**src/rtl/descring_pkg.sv**
```systemverilog
package descring_pkg;
  typedef enum logic [3:0] {
    S_IDLE, S_CTL, S_BUF, S_TGT, S_LEN,
    S_CPRD, S_CPWR, S_RXW, S_RXST, S_WB
  } seq_state_t;

  localparam logic [7:0] OPC_COPY  = 8'h01;
  localparam logic [7:0] OPC_RECV  = 8'h02;
  localparam logic [7:0] STS_OK    = 8'h00;
  localparam logic [7:0] STS_BADOP = 8'h01;
  localparam int         OWNER_BIT = 31;

  localparam logic [1:0] RA_BASE  = 2'd0;
  localparam logic [1:0] RA_COUNT = 2'd1;
  localparam logic [1:0] RA_BELL  = 2'd2;
  localparam logic [1:0] RA_CLEAR = 2'd3;
endpackage

```
**src/rtl/descring_regs.sv**
```systemverilog
module descring_regs import descring_pkg::*; #(
  parameter int AW = 16,
  parameter int DW = 32,
  parameter int IW = 4
) (
  input  logic          clk,
  input  logic          rst,
  input  logic          reg_wr,
  input  logic [1:0]    reg_addr,
  input  logic [DW-1:0] reg_wdata,
  input  logic          ev_done,
  input  logic          ev_drain,
  input  logic          ev_err,
  output logic [AW-1:0] base,
  output logic [IW:0]   count,
  output logic [IW-1:0] tail,
  output logic          bell,
  output logic          irq,
  output logic [2:0]    irq_status
);
  logic [2:0] sts_next;
  logic       unused_wbits;
  assign unused_wbits = ^reg_wdata[DW-1:AW];

  always_comb begin
    sts_next = irq_status | {ev_err, ev_drain, ev_done};
    if (reg_wr && reg_addr == RA_CLEAR)
      sts_next = sts_next & ~reg_wdata[2:0];
  end

  always_ff @(posedge clk) begin
    if (rst) begin
      base       <= '0;
      count      <= '0;
      tail       <= '0;
      bell       <= 1'b0;
      irq        <= 1'b0;
      irq_status <= '0;
    end else begin
      bell       <= reg_wr && reg_addr == RA_BELL;
      irq_status <= sts_next;
      irq        <= |sts_next;
      if (reg_wr) begin
        case (reg_addr)
          RA_BASE:  base  <= reg_wdata[AW-1:0];
          RA_COUNT: count <= reg_wdata[IW:0];
          RA_BELL:  tail  <= reg_wdata[IW-1:0];
          default:  ;
        endcase
      end
    end
  end
endmodule

```
**src/rtl/descring_seq.sv**
```systemverilog
module descring_seq import descring_pkg::*; #(
  parameter int AW = 16,
  parameter int DW = 32,
  parameter int IW = 4
) (
  input  logic          clk,
  input  logic          rst,
  input  logic [AW-1:0] base,
  input  logic [IW:0]   count,
  input  logic [IW-1:0] tail,
  input  logic          bell,
  output logic [IW-1:0] head,
  output logic          mem_req,
  output logic          mem_we,
  output logic [AW-1:0] mem_addr,
  output logic [DW-1:0] mem_wdata,
  input  logic [DW-1:0] mem_rdata,
  input  logic          mem_ack,
  input  logic          rx_valid,
  input  logic [DW-1:0] rx_data,
  output logic          rx_ready,
  output logic          ev_done,
  output logic          ev_drain,
  output logic          ev_err
);
  seq_state_t    st;
  logic          parked;
  logic [DW-1:0] ctl, data_q;
  logic [AW-1:0] buf_a, tgt_a, len, cnt;
  logic [7:0]    status;
  logic [AW-1:0] slot;
  logic [IW:0]   inc;
  logic [IW-1:0] head_nx;
  logic          last;

  assign slot    = base + AW'({head, 2'b00});
  assign inc     = {1'b0, head} + 1'b1;
  assign head_nx = (inc == count) ? '0 : inc[IW-1:0];
  assign last    = (cnt + 1'b1) == len;
  assign rx_ready = (st == S_RXW);

  assign ev_done  = (st == S_WB) && mem_ack;
  assign ev_err   = ev_done && status == STS_BADOP;
  assign ev_drain = ev_done && head_nx == tail;

  always_comb begin
    mem_req   = 1'b1;
    mem_we    = 1'b0;
    mem_addr  = slot;
    mem_wdata = data_q;
    case (st)
      S_CTL:  mem_addr = slot;
      S_BUF:  mem_addr = slot + AW'(1);
      S_TGT:  mem_addr = slot + AW'(2);
      S_LEN:  mem_addr = slot + AW'(3);
      S_CPRD: mem_addr = buf_a + cnt;
      S_CPWR: begin mem_we = 1'b1; mem_addr = tgt_a + cnt; end
      S_RXST: begin mem_we = 1'b1; mem_addr = buf_a + cnt; end
      S_WB: begin
        mem_we    = 1'b1;
        mem_wdata = {1'b0, ctl[30:16], status, ctl[7:0]};
      end
      default: mem_req = 1'b0;
    endcase
  end

  always_ff @(posedge clk) begin
    if (rst) begin
      st     <= S_IDLE;
      parked <= 1'b0;
      head   <= '0;
      ctl    <= '0;
      data_q <= '0;
      buf_a  <= '0;
      tgt_a  <= '0;
      len    <= '0;
      cnt    <= '0;
      status <= STS_OK;
    end else begin
      case (st)
        S_IDLE: begin
          if (bell) parked <= 1'b0;
          if ((!parked || bell) && head != tail) st <= S_CTL;
        end
        S_CTL: if (mem_ack) begin
          ctl <= mem_rdata;
          if (!mem_rdata[OWNER_BIT]) begin
            parked <= 1'b1;
            st     <= S_IDLE;
          end else st <= S_BUF;
        end
        S_BUF: if (mem_ack) begin buf_a <= mem_rdata[AW-1:0]; st <= S_TGT; end
        S_TGT: if (mem_ack) begin tgt_a <= mem_rdata[AW-1:0]; st <= S_LEN; end
        S_LEN: if (mem_ack) begin
          len <= mem_rdata[AW-1:0];
          cnt <= '0;
          if (ctl[7:0] == OPC_COPY) begin
            status <= STS_OK;
            st <= (mem_rdata[AW-1:0] == '0) ? S_WB : S_CPRD;
          end else if (ctl[7:0] == OPC_RECV) begin
            status <= STS_OK;
            st <= (mem_rdata[AW-1:0] == '0) ? S_WB : S_RXW;
          end else begin
            status <= STS_BADOP;
            st <= S_WB;
          end
        end
        S_CPRD: if (mem_ack) begin data_q <= mem_rdata; st <= S_CPWR; end
        S_CPWR: if (mem_ack) begin
          cnt <= cnt + 1'b1;
          st  <= last ? S_WB : S_CPRD;
        end
        S_RXW: if (rx_valid) begin data_q <= rx_data; st <= S_RXST; end
        S_RXST: if (mem_ack) begin
          cnt <= cnt + 1'b1;
          st  <= last ? S_WB : S_RXW;
        end
        S_WB: if (mem_ack) begin
          head <= head_nx;
          st   <= S_IDLE;
        end
        default: st <= S_IDLE;
      endcase
    end
  end
endmodule

```
**src/rtl/descring_engine.sv**
```systemverilog
module descring_engine #(
  parameter int AW = 16,
  parameter int DW = 32,
  parameter int IW = 4
) (
  input  logic          clk,
  input  logic          rst,
  input  logic          reg_wr,
  input  logic [1:0]    reg_addr,
  input  logic [DW-1:0] reg_wdata,
  output logic          irq,
  output logic [2:0]    irq_status,
  output logic [IW-1:0] head_idx,
  output logic          mem_req,
  output logic          mem_we,
  output logic [AW-1:0] mem_addr,
  output logic [DW-1:0] mem_wdata,
  input  logic [DW-1:0] mem_rdata,
  input  logic          mem_ack,
  input  logic          rx_valid,
  input  logic [DW-1:0] rx_data,
  output logic          rx_ready
);
  logic [AW-1:0] base;
  logic [IW:0]   count;
  logic [IW-1:0] tail;
  logic          bell, ev_done, ev_drain, ev_err;

  descring_regs #(.AW(AW), .DW(DW), .IW(IW)) u_regs (
    .clk(clk), .rst(rst), .reg_wr(reg_wr), .reg_addr(reg_addr),
    .reg_wdata(reg_wdata), .ev_done(ev_done), .ev_drain(ev_drain),
    .ev_err(ev_err), .base(base), .count(count), .tail(tail),
    .bell(bell), .irq(irq), .irq_status(irq_status)
  );

  descring_seq #(.AW(AW), .DW(DW), .IW(IW)) u_seq (
    .clk(clk), .rst(rst), .base(base), .count(count), .tail(tail),
    .bell(bell), .head(head_idx), .mem_req(mem_req), .mem_we(mem_we),
    .mem_addr(mem_addr), .mem_wdata(mem_wdata), .mem_rdata(mem_rdata),
    .mem_ack(mem_ack), .rx_valid(rx_valid), .rx_data(rx_data),
    .rx_ready(rx_ready), .ev_done(ev_done), .ev_drain(ev_drain),
    .ev_err(ev_err)
  );
endmodule

```
**config.mk**
```make
export PLATFORM = sky130hd
export DESIGN_NAME = descring_engine
export DESIGN_NICKNAME = d
export VERILOG_FILES = /design/src/rtl/descring_pkg.sv /design/src/rtl/descring_regs.sv /design/src/rtl/descring_seq.sv /design/src/rtl/descring_engine.sv
export SDC_FILE = /design/constraint.sdc
export NUM_CORES = 1
export LEC_CHECK = 0
export ABC_CLOCK_PERIOD_IN_PS = 10050
export CAP_MARGIN = 40
export CORE_MARGIN = 4
export CORE_UTILIZATION = 58
export CTS_CLUSTER_DIAMETER = 100
export DETAILED_ROUTE_END_ITERATION = 10
export GPL_ROUTABILITY_DRIVEN = 0
export PLACE_DENSITY = 0.86
export SLEW_MARGIN = 40
export SYNTH_ARGS = -nofsm -noshare
export SYNTH_HDL_FRONTEND = slang
export SYNTH_SLANG_ARGS = --single-unit
```
**constraint.sdc**
```tcl
create_clock -name clk -period 10.05 [get_ports clk]
set_input_delay 1.5075 -clock clk [delete_from_list [all_inputs] [get_ports clk]]
set_output_delay 1.5075 -clock clk [all_outputs]
set_load 0.01 [all_outputs]
```
* Word level (Yosys, flattened, before mapping)
Index checks and enable logic that the tools add are counted.
Cells by class: add/sub/neg operators 8, reduce and logical (&&, ||, !) cells 31, multiplexer cells 36, bitwise operators 3, equality and inequality tests 32
Operator list (number):
- 32-bit two-way mux | 3
- 16-bit case mux with 5 select lines | 1
- 4-bit two-way mux | 17
- 32-bit case mux with 2 select lines | 1
- 4-bit case mux with 10 select lines | 1
- 16-bit by 1-bit adder with 16-bit output (second input constant) | 2
- 16-bit adder | 2
- 16-bit by 2-bit adder with 16-bit output (second input constant) | 2
- 16-bit two-way mux | 2
- 16-bit case mux with 2 select lines | 1
- 2-bit != test (second input constant) | 11
- 16-bit by 6-bit adder with 16-bit output | 1
- 16-bit equality test | 1
- 4-bit by 3-bit equality test with 1-bit output (second input constant) | 4
- 8-bit by 1-bit equality test with 1-bit output (second input constant) | 2
- 16-bit logical NOT | 1
- 2-bit AND reduction | 8
- 10-bit AND reduction | 1
- 4-bit by 2-bit equality test with 1-bit output (second input constant) | 2
- 4-bit equality test (second input constant) | 2
- 8-bit by 2-bit equality test with 1-bit output (second input constant) | 1
- 8-bit two-way mux | 1
- 8-bit OR reduction | 1
- 1-bit logical AND | 6
- other kinds (24) | 36
Word-level totals: input port bits 103, flip-flop bits (word level) 174

* Depth between registers and ports, before layout
Gate-level depths: netlist of the first run.
depth after elaboration 9, mapped depth 16, depth with buffers taken out 14

* Hierarchy
Synthesis of the first run repeated with hierarchy kept, for this count alone.
Unflattened totals: cells, all modules 1188, area, all modules 9704.3 sq um
Modules (own cells, without submodules):
- descring_seq | area each 8654.6 sq um, times used 1, cells each 1073
- descring_regs | area each 1049.8 sq um, times used 1, cells each 115

* Worst setup path after synthesis of the first run
OpenSTA, ideal clock, no wires.
kind reg2out, start register u_seq.st[0], end output port mem_addr[13], slack 4.671 ns, stages on the path, launching flop included 15, data required time 8.543 ns, data arrival time 3.871 ns, cells stage by stage dfxtp_1 -> clkbuf_1 -> nor2b_1 -> nand2_1 -> a21oi_2 -> clkbuf_1 -> mux2_2 -> ha_1 -> and3_1 -> a221oi_1 -> o21ai_0 -> nor4_1 -> o41ai_1 -> xnor2_1 -> o221ai_1
On the way: word-level cells in the longest chain between the ends 3, elaborated cells between the ends (all ways) 8
Ends and longest elaborated chain:
- from (decl) | line descring_seq.sv:26 | seq_state_t st;
- from (signal assigned) | line descring_seq.sv:99 | st <= (mem_rdata[AW-1:0] == '0) ? S_WB : S_CPRD;
- from (signal assigned) | line descring_seq.sv:102 | st <= (mem_rdata[AW-1:0] == '0) ? S_WB : S_RXW;
- from (signal assigned) | line descring_seq.sv:111 | st <= last ? S_WB : S_CPRD;
- 4-bit by 3-bit equality test with 1-bit output / 4-bit equality test (equally long branches) | line descring_seq.sv:51 | case (st)
- 2-bit OR reduction (no line)
- 16-bit case mux with 5 select lines * | line descring_seq.sv:51
- to (decl) | line descring_engine.sv:16 | output logic [AW-1:0] mem_addr,
Mark *: on every way between the ends. The rest lies on a longest branch, timed or not.

* Worst setup path after layout of the first run
Ends and elaborated chain as after synthesis.

==> run_results.csv, run 1 <==
group,metric,value,unit
run_status,status,"completed",
detailed_routing,post-route-drc-count,0,
cells_and_area,syn2layout_area_growth,21.95,%
global_routing,overflow,0,
synth,syn_avg_cell_area,8.025,um2
cells_and_area,drive_gt1_share,8.276,%
timing,finalHoldViolations,0,
place,place_area,11110,um2
cells_and_area,final_util,72.95,%
die,die_area,18680,um2
global_routing,grt_pass1_vias,8826,
detailed_routing,drt_iter0_markers,829,
synth,synthArstFlopShare,0,%
synth,ys.flop_type,"dfxtp_1",
synth,synthesis.nets,1329,
cells_and_area,final_cells,1521,
worst_setup_path,critPathArrivalTime,5.58,ns
power_and_ir_drop,powerDensity,127.0,nW/um2
clocking,clock-root-buffer,"clkbuf_16",
hold_path,hold_end,"u_seq.tgt_a[7]$_SDFFE_PP0P_",
detailed_routing,wl_per_cell,17.45,um
timing,worstMarginPinSlew,0.8647,ns
worst_setup_path,critPathLaunchType,"flop",
synth,ys_seq_area_share,33.14,%
synth,ys_ff_latch,159,
clocking,cts_buffer_depth,2,
global_routing,track_usage,28.66,%
clocking,cts_buffers,17,
clocking,cts_tree,"built",
hold_path,min_path_cells,2,
place,pre_cts_ws,3.541,ns
worst_setup_path,worstSetupPathType,"flop to output pin",
power_and_ir_drop,power_leakage,0.004273,uW
worst_setup_path,cp-end-kind,"output pin",
clocking,clk_pin_slew_worst_paths,0.06,ns
global_routing,grt_pass1_wl,43610,um
timing,slew_viol_final,0,
cells_and_area,fin_nets,1425,
die,start_util,59.82,%
hold_path,hold_class,"flop to flop",
power_and_ir_drop,peakVddDrop,0.1228,mV
timing,skew,0.009036,ns
cells_and_area,fin_area,11710,um2
synth,synth-edff-count,0,
clocking,postCtsSetupBuffers,0,
synth,synthCells,1197,
timing,worst_slack,2.961,ns
cells_and_area,n_fill_cell,1199,
worst_setup_path,cp_max_fo,20,
die,die_x,136.7,um
synth,ys_warn_count,0,
cells_and_area,n_antenna_cell,0,
synth,synth_area_leader_cell,"dfxtp_1",
cells_and_area,regArea,3183,um2
clocking,htree_levels,4,
detailed_routing,totalWireLength,26540,um
timing,tns,0,ns
clocking,insertion_delay,0.43,ns
synth,yosys.area.top_type_share,33.14,%
worst_setup_path,rrSetupSlack,6.89,ns
worst_setup_path,critPathRequiredTime,8.54,ns
worst_setup_path,regToRegStartpoint,"u_seq.cnt[0]$_SDFFE_PP0P_",
detailed_routing,via_per_inst,6.083,
timing,finalCriticalPeriod,7.089,ns
job,cap_violations,0,
worst_setup_path,path_cells,"nor2b_1 -> nand2_1 -> a21oi_4 -> mux2_2 -> ha_1 -> and3_1 -> a221oi_1 -> o21ai_0 -> nor4_1 -> o41ai_1 -> xnor2_1 -> o221ai_1 -> clkdlybuf4s50_1",
die,die_height,136.7,um
place,place_hpwl,18650,um
global_routing,grt_max_degree,84,
detailed_routing,vias,9253,
clocking,ctsResizeCount,0,
worst_setup_path,worst-path-buf-inv,1,
worst_setup_path,worst_path_max_delay_cell,"dfxtp_1",
place,dpl.cell_count,1490,
detailed_routing,first_pass_iters,5,
worst_setup_path,slowest_delay,0.76,ns
global_routing,antenna_found_initial,0,
timing,timing.fmax,141.1,MHz
detailed_routing,antenna_left,0,
timing,setup_viol,0,
hold_path,min_from,"u_seq.tgt_a[7]$_SDFFE_PP0P_",
clocking,hold_buffers,0,
worst_setup_path,ff2ff_path_depth,8,
timing,relSlewSlack,41.91,%
synth,yosys-top-cells-area,"dfxtp_1 (33%), mux2i_1 (6.7%), nand2_1 (6.6%)",
clocking,cts_sinks,159,
synth,yosysUniqueCellTypes,78,
timing,rsz0062_at_grt,"no",
die,fp-row-count,46,
synth,synthesis.area,9605,um2
worst_setup_path,crit_family,"compound AO/OA/AOI/OAI gates",
worst_setup_path,rr_endpoint,"u_seq.st[3]$_SDFFE_PP0P_",
cells_and_area,multi_input_area,6096,um2
timing,period_share,70.53,%
die,core_area,16060,um2
place,port_buffers,145,
die,io_pins,162,
## how the worst max path moves through the flow
stage / end / cells after the start / startpoint / slack [ns]
2_1_floorplan: mem_addr[13] / 14 / u_seq.st[0]$_SDFFE_PP0P_ / 4.67
3_3_place_gp: mem_addr[13] / 13 / u_seq.st[0]$_SDFFE_PP0P_ / 3.49
3_5_place_dp: mem_addr[13] / 13 / u_seq.st[0]$_SDFFE_PP0P_ / 3.54
4_1_cts: mem_addr[15] / 13 / u_seq.st[0]$_SDFFE_PP0P_ / 3.05
5_1_grt: mem_addr[13] / 13 / u_seq.st[0]$_SDFFE_PP0P_ / 2.54
6_report: mem_addr[13] / 13 / u_seq.st[0]$_SDFFE_PP0P_ / 2.96
## report_power, final
part,switching [uW],leakage [uW],internal (uW)
Clock,268,0.000291,388
Combinational,90.4,0.00270,75.8
Sequential,19.0,0.00128,646
## cell usage after synthesis, types with 5 or more instances
library cell	n
nand2b_1	6
o21ai_0	45
mux2i_1	64
o211ai_1	6
a211oi_1	41
clkbuf_1	58
nand2_1	169
a221oi_1	5
mux2_2	40
ha_1	26
buf_2	8
and3_1	12
and2_1	6
nand4_1	10
nor2_1	118
a21oi_1	115
nor2b_1	14
nand3b_1	9
xnor2_1	41
or3_1	14
nand3_1	45
a21o_1	10
inv_1	17
nor4_1	11
dfxtp_1	159
a31oi_1	10
xor2_1	18
nor3b_1	5
o221ai_1	7
nor3_1	20
## cells in the final DEF (no fill, tap or decap), types with 5 or more instances in the layout
| master | count |
|---|---|
| nand2_1 | 169 |
| a21o_1 | 10 |
| nand3_1 | 43 |
| mux2_2 | 40 |
| o211ai_1 | 6 |
| clkdlybuf4s50_1 | 144 |
| nand2b_1 | 6 |
| buf_4 | 7 |
| and3_1 | 10 |
| nand3b_1 | 9 |
| xnor2_1 | 41 |
| and2_1 | 6 |
| mux2i_1 | 64 |
| o21ai_0 | 45 |
| ha_1 | 26 |
| a211oi_1 | 41 |
| a21oi_1 | 115 |
| nor2b_1 | 13 |
| o221ai_1 | 7 |
| a221oi_1 | 5 |
| dfxtp_1 | 159 |
| inv_1 | 17 |
| xor2_1 | 18 |
| nor2_1 | 116 |
| a31oi_1 | 10 |
| nor3_1 | 20 |
| nand4_1 | 10 |
| clkbuf_16 | 17 |
| or3_1 | 14 |
| nor4_1 | 11 |
## metrics by stage
| stage | total power (uW) | hold WS [ns] |
|---|---|---|
| 2_1_floorplan | 764.5 | 0.4329 |
| 3_3_place_gp | 834.2 | 0.4398 |
| 3_5_place_dp | 840.2 | 0.4433 |
| 4_1_cts | 1488 | 0.4530 |
| 5_1_grt | 1535 | 0.4711 |
| 6_report | 1487 | 0.4527 |
## cell type report
class | instances | area share (%)
multi-input cells | 946 | 52.04
flip-flops and latches | 159 | 27.17
repair buffers | 152 | 12.85
clock buffers | 21 | 4.016
well taps | 216 | 2.307
clock inverters | 10 | 1.068
inverters | 17 | 0.5448
## tightest hold or removal path, cell delays in order, from the launching register on
cell	delay, ns
dfxtp_1	0.31
nand2_1	0.05
a21oi_1	0.05
## sequential cells by signal, indices dropped and copies added, names as in the netlist, 3 cells and up
| signal | cells |
|---|---|
| u_regs.base | 16 |
| u_regs.irq_status | 3 |
| u_seq.st | 4 |
| u_regs.count | 5 |
| u_seq.buf_a | 16 |
| u_regs.tail | 4 |
| u_seq.tgt_a | 16 |
| u_seq.ctl | 23 |
| u_seq.data_q | 32 |
| u_seq.len | 16 |
| u_seq.head | 4 |
| u_seq.cnt | 16 |
## cell families (layout without fill, tap and decap cells)
| group | count (synthesis) | count (layout) | synth area share (%) |
|---|---|---|---|
| simple gates | 471 | 471 | 23.54 |
| buf+inv | 92 | 200 | 4.012 |
| mux | 104 | 104 | 11.36 |
| compound gates | 282 | 282 | 18.31 |
| fa+ha+maj | 29 | 29 | 4.012 |
| flops | 159 | 159 | 33.14 |
| xor+xnor | 60 | 60 | 5.627 |
## layer usage
| metal | wire [um] | global-route usage (%) |
|---|---|---|
| met1 | 11180 | 37.21 |
| met5 | 0 | 0 |
| met3 | 2573 | 7.978 |
| met4 | 522 | 8.791 |
| met2 | 12250 | 46.41 |
(Power assumes the default switching activity.)
==> run 2: changes to the inputs <==
- ABC_CLOCK_PERIOD_IN_PS: 10050 -> 5800
- CORE_UTILIZATION: 58 -> 49
- PLACE_DENSITY: 0.86 -> 0.77
- clock period: 10.05 -> 5.8 ns (I/O delays scaled with it)
==> run 2 against run 1 <==
Compared with the run above:
- critical path depth grew 1
- critical endpoint unchanged
- sequential share of layout area decreased by 0.15 points
- wire length rose by 1.0%
- critical path type unchanged
- largest cell class unchanged
- sequential power is 71% higher
==> run_results.csv, run 2 (synthesis gave the netlist of run 1 again) <==
group,metric,value,unit
run_status,status,"completed",
job,cap_violations,0,
cells_and_area,final_cell_mix,"nand2_1 (169), dfxtp_1 (159), clkdlybuf4s50_1 (144)",
detailed_routing,via_per_inst,5.805,
clocking,cts_buffers,17,
clocking,clock-root-buffer,"clkbuf_16",
die,die_height,148.0,um
timing,timing.fmax,180.5,MHz
detailed_routing,wl_per_cell,17.03,um
hold_path,hold_class,"flop to flop",
cells_and_area,largest_register_ffs,32,
timing,slew_viol_final,0,
worst_setup_path,cp-end-kind,"output pin",
place,port_buffers,145,
cells_and_area,n_fill_cell,1686,
detailed_routing,vias,9137,
worst_setup_path,ff2ff_path_depth,8,
die,core_area,19020,um2
timing,skew,0.007905,ns
worst_setup_path,regToRegStartpoint,"u_seq.cnt[0]$_SDFFE_PP0P_",
timing,setup_viol,0,
worst_setup_path,worstSetupPathType,"flop to output pin",
place,place_hpwl,19030,um
global_routing,antenna_found_initial,0,
timing,rsz0062_at_grt,"no",
die,die_area,21910,um2
power_and_ir_drop,p_sw,687.2,uW
cells_and_area,final_common_cell,"nand2_1",
clocking,cts_tree,"built",
worst_setup_path,worst_path_max_delay_cell,"clkdlybuf4s50_1",
die,io_pins,162,
power_and_ir_drop,p_seq_share,45.5,%
timing,finalCriticalPeriod,5.540,ns
power_and_ir_drop,clockPowerShare,42.5,%
worst_setup_path,rrSetupSlack,2.58,ns
global_routing,grt_pass1_vias,8579,
timing,relSlewSlack,47.89,%
power_and_ir_drop,power_leakage,0.004292,uW
worst_setup_path,cp_max_fo,11,
clocking,htree_levels,4,
worst_setup_path,critPathRequiredTime,4.93,ns
timing,worst_slack,0.2601,ns
clocking,cts_sinks,159,
worst_setup_path,cp_common_cell,"buf_4",
power_and_ir_drop,power_frac_comb,12.0,%
power_and_ir_drop,peakVddDrop,0.2194,mV
power_and_ir_drop,switching_share,27.44,%
global_routing,grt_pass1_wl,43200,um
worst_setup_path,path_cells,"buf_4 -> nor2b_1 -> nand2_1 -> a21oi_4 -> buf_4 -> mux2_2 -> ha_1 -> nand3_1 -> o21ai_0 -> nor4_1 -> o41ai_1 -> xnor2_1 -> o221ai_1 -> clkdlybuf4s50_1",
worst_setup_path,slowest_delay,0.57,ns
clocking,hold_buffers,0,
die,die_x,148.0,um
detailed_routing,first_pass_iters,5,
clocking,clk_pin_slew_worst_paths,0.07,ns
power_and_ir_drop,powerDensity,212.7,nW/um2
global_routing,grt_max_degree,103,
cells_and_area,syn2layout_area_growth,22.61,%
hold_path,hold_end,"u_seq.tgt_a[13]$_SDFFE_PP0P_",
cells_and_area,drive_gt1_share,8.752,%
die,start_util,50.51,%
hold_path,min_path_cells,2,
timing,tns,0,ns
die,fp-row-count,50,
detailed_routing,drt_iter0_markers,698,
timing,finalHoldViolations,0,
place,pre_cts_ws,0.5645,ns
worst_setup_path,worst-path-buf-inv,3,
cells_and_area,largest_register,"u_seq.data_q",
clocking,insertion_delay,0.43,ns
global_routing,met3_usage,6.407,%
global_routing,met2_usage,39.60,%
global_routing,use_met1,31.13,%
timing,period_share,95.52,%
power_and_ir_drop,intPower,1817,uW
cells_and_area,n_antenna_cell,0,
global_routing,track_usage,23.82,%
worst_setup_path,rr_endpoint,"u_seq.st[2]$_SDFFE_PP0P_",
worst_setup_path,critPathLaunchType,"flop",
detailed_routing,antenna_left,0,
cells_and_area,fin_nets,1433,
global_routing,overflow,0,
clocking,cts_buffer_depth,2,
worst_setup_path,crit_family,"compound AO/OA/AOI/OAI gates",
detailed_routing,totalWireLength,26810,um
detailed_routing,post-route-drc-count,0,
global_routing,grt-busiest-layer,"met2",
hold_path,min_from,"u_seq.tgt_a[13]$_SDFFE_PP0P_",
worst_setup_path,critPathArrivalTime,4.67,ns
cells_and_area,reg.largest.list,"u_seq.data_q (32), u_seq.ctl (23)",
timing,worstMarginPinSlew,0.7757,ns
-- run 2: cell count changes in the layout (fill, tap and decap cells not counted), moves of 2 or more --
| cell | before | now |
|---|---|---|
| nand3_1 | 43 | 45 |
| clkbuf_8 | 3 | 0 |
| bufinv_16 | 2 | 0 |
| clkinv_4 | 2 | 6 |
| nand3_2 | 3 | 1 |
| buf_4 | 7 | 15 |
| inv_8 | 0 | 2 |
-- run 2: stage by stage --
step | hold WS (ns) | total power [uW] | utilization (%) | cell area [um2] | cells
after floorplan | 0.4329 | 1325 | - | 9605 | 1197
final | 0.4545 | 2505 | 61.93 | 11780 | 1574
after detailed placement | 0.4457 | 1461 | 58.89 | 11200 | 1542
after global placement | 0.4396 | 1455 | 58.86 | 11190 | 1542
after global routing | 0.4765 | 2592 | 61.93 | 11780 | 1574
after CTS | 0.4554 | 2508 | 61.83 | 11760 | 1574
-- run 2: cell type report --
type | count | area, um2 | area share [%]
Multi-Input combinational cell | 946 | 6081 | 51.63
Sequential cell | 159 | 3183 | 27.03
Timing Repair Buffer | 160 | 1565 | 13.29
Clock buffer | 18 | 429.2 | 3.644
Tap cell | 260 | 325.3 | 2.762
Clock inverter | 14 | 130.1 | 1.105
Inverter | 17 | 63.81 | 0.5418
-- run 2: worst max path at each step --
stage	start	to	slack, ns	cells after the start
after floorplan	u_seq.st[0]$_SDFFE_PP0P_	mem_addr[13]	1.06	14
after CTS	u_seq.st[3]$_SDFFE_PP0P_	mem_addr[13]	0.08	14
after global routing	u_seq.st[3]$_SDFFE_PP0P_	mem_addr[13]	0.03	14
final	u_seq.st[3]$_SDFFE_PP0P_	mem_addr[13]	0.26	14
after global placement	u_seq.st[3]$_SDFFE_PP0P_	mem_addr[11]	0.61	14
after detailed placement	u_seq.st[3]$_SDFFE_PP0P_	mem_addr[11]	0.56	14
-- run 2: what timing repair did --
action                     4_1_cts  5_1_grt
setup endpoints to repair        0        4
buffers inserted                 0        0
gates resized for setup          0        2
-- run 2: worst register-to-register path, stage by stage (launching register included) --
cell and delay, ns:
dfxtp_1 0.51, ha_1 0.33, nand3_1 0.25, nor3_2 0.40, mux2_2 0.38, a32o_1 0.28, or4_4 0.58, o21ai_0 0.22
a211oi_1 0.10
-- run 2: per-layer routing --
layer / vias up / routed length (um)
li1: 4516 / -
met1: 4278 / 11930
met2: 319 / 12560
met3: 24 / 1974
met4: 0 / 335
met5: - / 0
-- run 2: power groups by stage --
stage	Sequential, uW	Combinational [uW]	Clock, uW
global route	1140	328	1120
finish	1140	300	1060
detailed placement	1160	296	0
CTS	1140	298	1070
floorplan	1160	170	0
global placement	1160	292	0
==> run 3: changes to the inputs <==
- CELL_PAD_IN_SITES_DETAIL_PLACEMENT: not set -> 1
- CELL_PAD_IN_SITES_GLOBAL_PLACEMENT: not set -> 1
- CORE_UTILIZATION: 49 -> 36
- PLACE_DENSITY: 0.77 -> not set
- PLACE_DENSITY_LB_ADDON: not set -> 0.1
==> run 3 against run 2 <==
Compared with the run above:
- critical path depth increased by 1
- clock-buffer cell count decreased by 1
- die area increased by 34%
- non-clock buffer count increased by 5
- largest power group is now clock
- highest routed layer unchanged
==> run_results.csv, run 3 (synthesis gave the netlist of run 1 again) <==
group,metric,value,unit
worst_setup_path,regToRegStartpoint,"u_seq.cnt[0]$_SDFFE_PP0P_",
clocking,clk_pin_slew_worst_paths,0.08,ns
global_routing,antenna_found_initial,0,
cells_and_area,fin_nets,1438,
timing,tns,0,ns
clocking,cts_buffer_depth,2,
die,die_height,171.3,um
place,pre_cts_ws,0.5303,ns
timing,skew,0.01634,ns
worst_setup_path,critPathRequiredTime,4.93,ns
hold_path,min_from,"u_seq.tgt_a[7]$_SDFFE_PP0P_",
die,start_util,36.76,%
timing,finalHoldViolations,0,
detailed_routing,wl_per_cell,18.54,um
cells_and_area,final_common_cell,"nand2_1",
die,fp-row-count,59,
global_routing,track_usage,21.04,%
cells_and_area,final_cell_mix,"nand2_1 (169), dfxtp_1 (159), clkdlybuf4s50_1 (144)",
detailed_routing,antenna_left,0,
hold_path,hold_class,"flop to flop",
die,die_area,29360,um2
worst_setup_path,ff2ff_path_depth,8,
detailed_routing,via_per_inst,5.550,
clocking,cts_tree,"built",
clocking,cts_buffers,17,
cells_and_area,final_util,45.80,%
worst_setup_path,cp-end-kind,"output pin",
clocking,hold_buffers,0,
die,die_x,171.3,um
power_and_ir_drop,peakVddDrop,0.1763,mV
cells_and_area,reg.largest.list,"u_seq.data_q (32), u_seq.ctl (23)",
cells_and_area,n_fill_cell,3145,
power_and_ir_drop,power_leakage,0.004342,uW
cells_and_area,syn2layout_area_growth,24.59,%
timing,relSlewSlack,45.92,%
place,place_hpwl,22470,um
clocking,cts_sinks,159,
timing,period_share,93.91,%
worst_setup_path,rr_endpoint,"u_seq.st[2]$_SDFFE_PP0P_",
hold_path,min_path_cells,2,
worst_setup_path,critPathArrivalTime,4.58,ns
clocking,insertion_delay,0.44,ns
detailed_routing,vias,9180,
clocking,postCtsSetupBuffers,0,
job,cap_violations,0,
global_routing,grt_pass1_vias,9343,
detailed_routing,totalWireLength,30660,um
cells_and_area,largest_register,"u_seq.data_q",
place,port_buffers,145,
worst_setup_path,cp_max_fo,9,
global_routing,overflow,0,
timing,rsz0062_at_grt,"no",
cells_and_area,n_antenna_cell,0,
timing,worst_slack,0.3530,ns
detailed_routing,first_pass_iters,5,
cells_and_area,largest_register_ffs,32,
detailed_routing,post-route-drc-count,0,
power_and_ir_drop,powerDensity,218.8,nW/um2
timing,slew_viol_final,0,
global_routing,grt_max_degree,65,
worst_setup_path,rrSetupSlack,2.57,ns
timing,finalCriticalPeriod,5.447,ns
die,io_pins,162,
worst_setup_path,critPathLaunchType,"flop",
timing,timing.fmax,183.6,MHz
clocking,clock-root-buffer,"clkbuf_16",
timing,setup_viol,0,
die,core_area,26130,um2
cells_and_area,drive_gt1_share,9.249,%
detailed_routing,drt_iter0_markers,348,
worst_setup_path,worstSetupPathType,"flop to output pin",
run_status,status,"completed",
global_routing,grt_pass1_wl,50200,um
hold_path,hold_end,"u_seq.tgt_a[7]$_SDFFE_PP0P_",
clocking,htree_levels,4,
timing,worstMarginPinSlew,0.8054,ns
[run 3: how the worst max path moves through the flow]
stage,from,endpoint,slack [ns],depth (start not counted)
after floorplan,u_seq.st[0]$_SDFFE_PP0P_,mem_addr[13],1.06,14
after global placement,u_seq.st[3]$_SDFFE_PP0P_,mem_addr[13],0.61,15
after detailed placement,u_seq.st[3]$_SDFFE_PP0P_,mem_addr[11],0.53,15
after CTS,u_seq.st[3]$_SDFFE_PP0P_,mem_addr[11],0.06,15
after global routing,u_seq.st[0]$_SDFFE_PP0P_,mem_addr[13],0.06,14
final,u_seq.st[3]$_SDFFE_PP0P_,mem_addr[11],0.35,15
[run 3: repair_timing]
action | in CTS | in global routing
endpoints found under the setup margin | 0 | 3
hold endpoints to repair | 0 | 0
resized for setup | 0 | 2
[run 3: metrics by stage]
stage	power (uW)	std cells	cell area (um2)	hold slack, ns
after floorplan	1325	1197	9605	0.4329
after global placement	1470	1622	11330	0.4401
after detailed placement	1477	1622	11350	0.4456
after CTS	2653	1654	11960	0.4563
after global routing	2736	1654	11970	0.4718
final	2619	1654	11970	0.4552
[run 3: cell type report]
type	instances	area (um2)	share of cell area (%)
clock buffers	17	425.4	3.555
clock inverters	15	190.2	1.589
inverters	17	63.81	0.5332
multi-input cells	946	6087	50.86
flip-flops and latches	159	3183	26.60
well taps	335	419.2	3.502
repair buffers	165	1599	13.36
[run 3: power breakdown]
part	total, uW	switching, uW	internal [uW]
registers	1140	21.6	1120
clock network	1170	547	622
logic	310	172	139
total	2620	740	1880
[run 3: layer usage]
metal	GRT usage [%]	part of all wire, %	vias to the layer above
li1	-	-	4518
met1	28.31	47	4437
met2	34.59	46	198
met3	4.758	5.7	27
met4	4.857	1.2	0
met5	0	0	-
[run 3: critical path: stages (launching register included)]
cell and delay [ns]:
dfxtp_1 0.31, buf_4 0.17, nor2b_1 0.11, buf_4 0.13
nand2_1 0.11, a21oi_2 0.38, mux2_2 0.42, ha_1 0.37
and3_1 0.19, a221oi_2 0.36, o21ai_1 0.21, nor4_1 0.32
nor3_1 0.13, xnor2_1 0.16, o221ai_1 0.20, clkdlybuf4s50_1 0.58
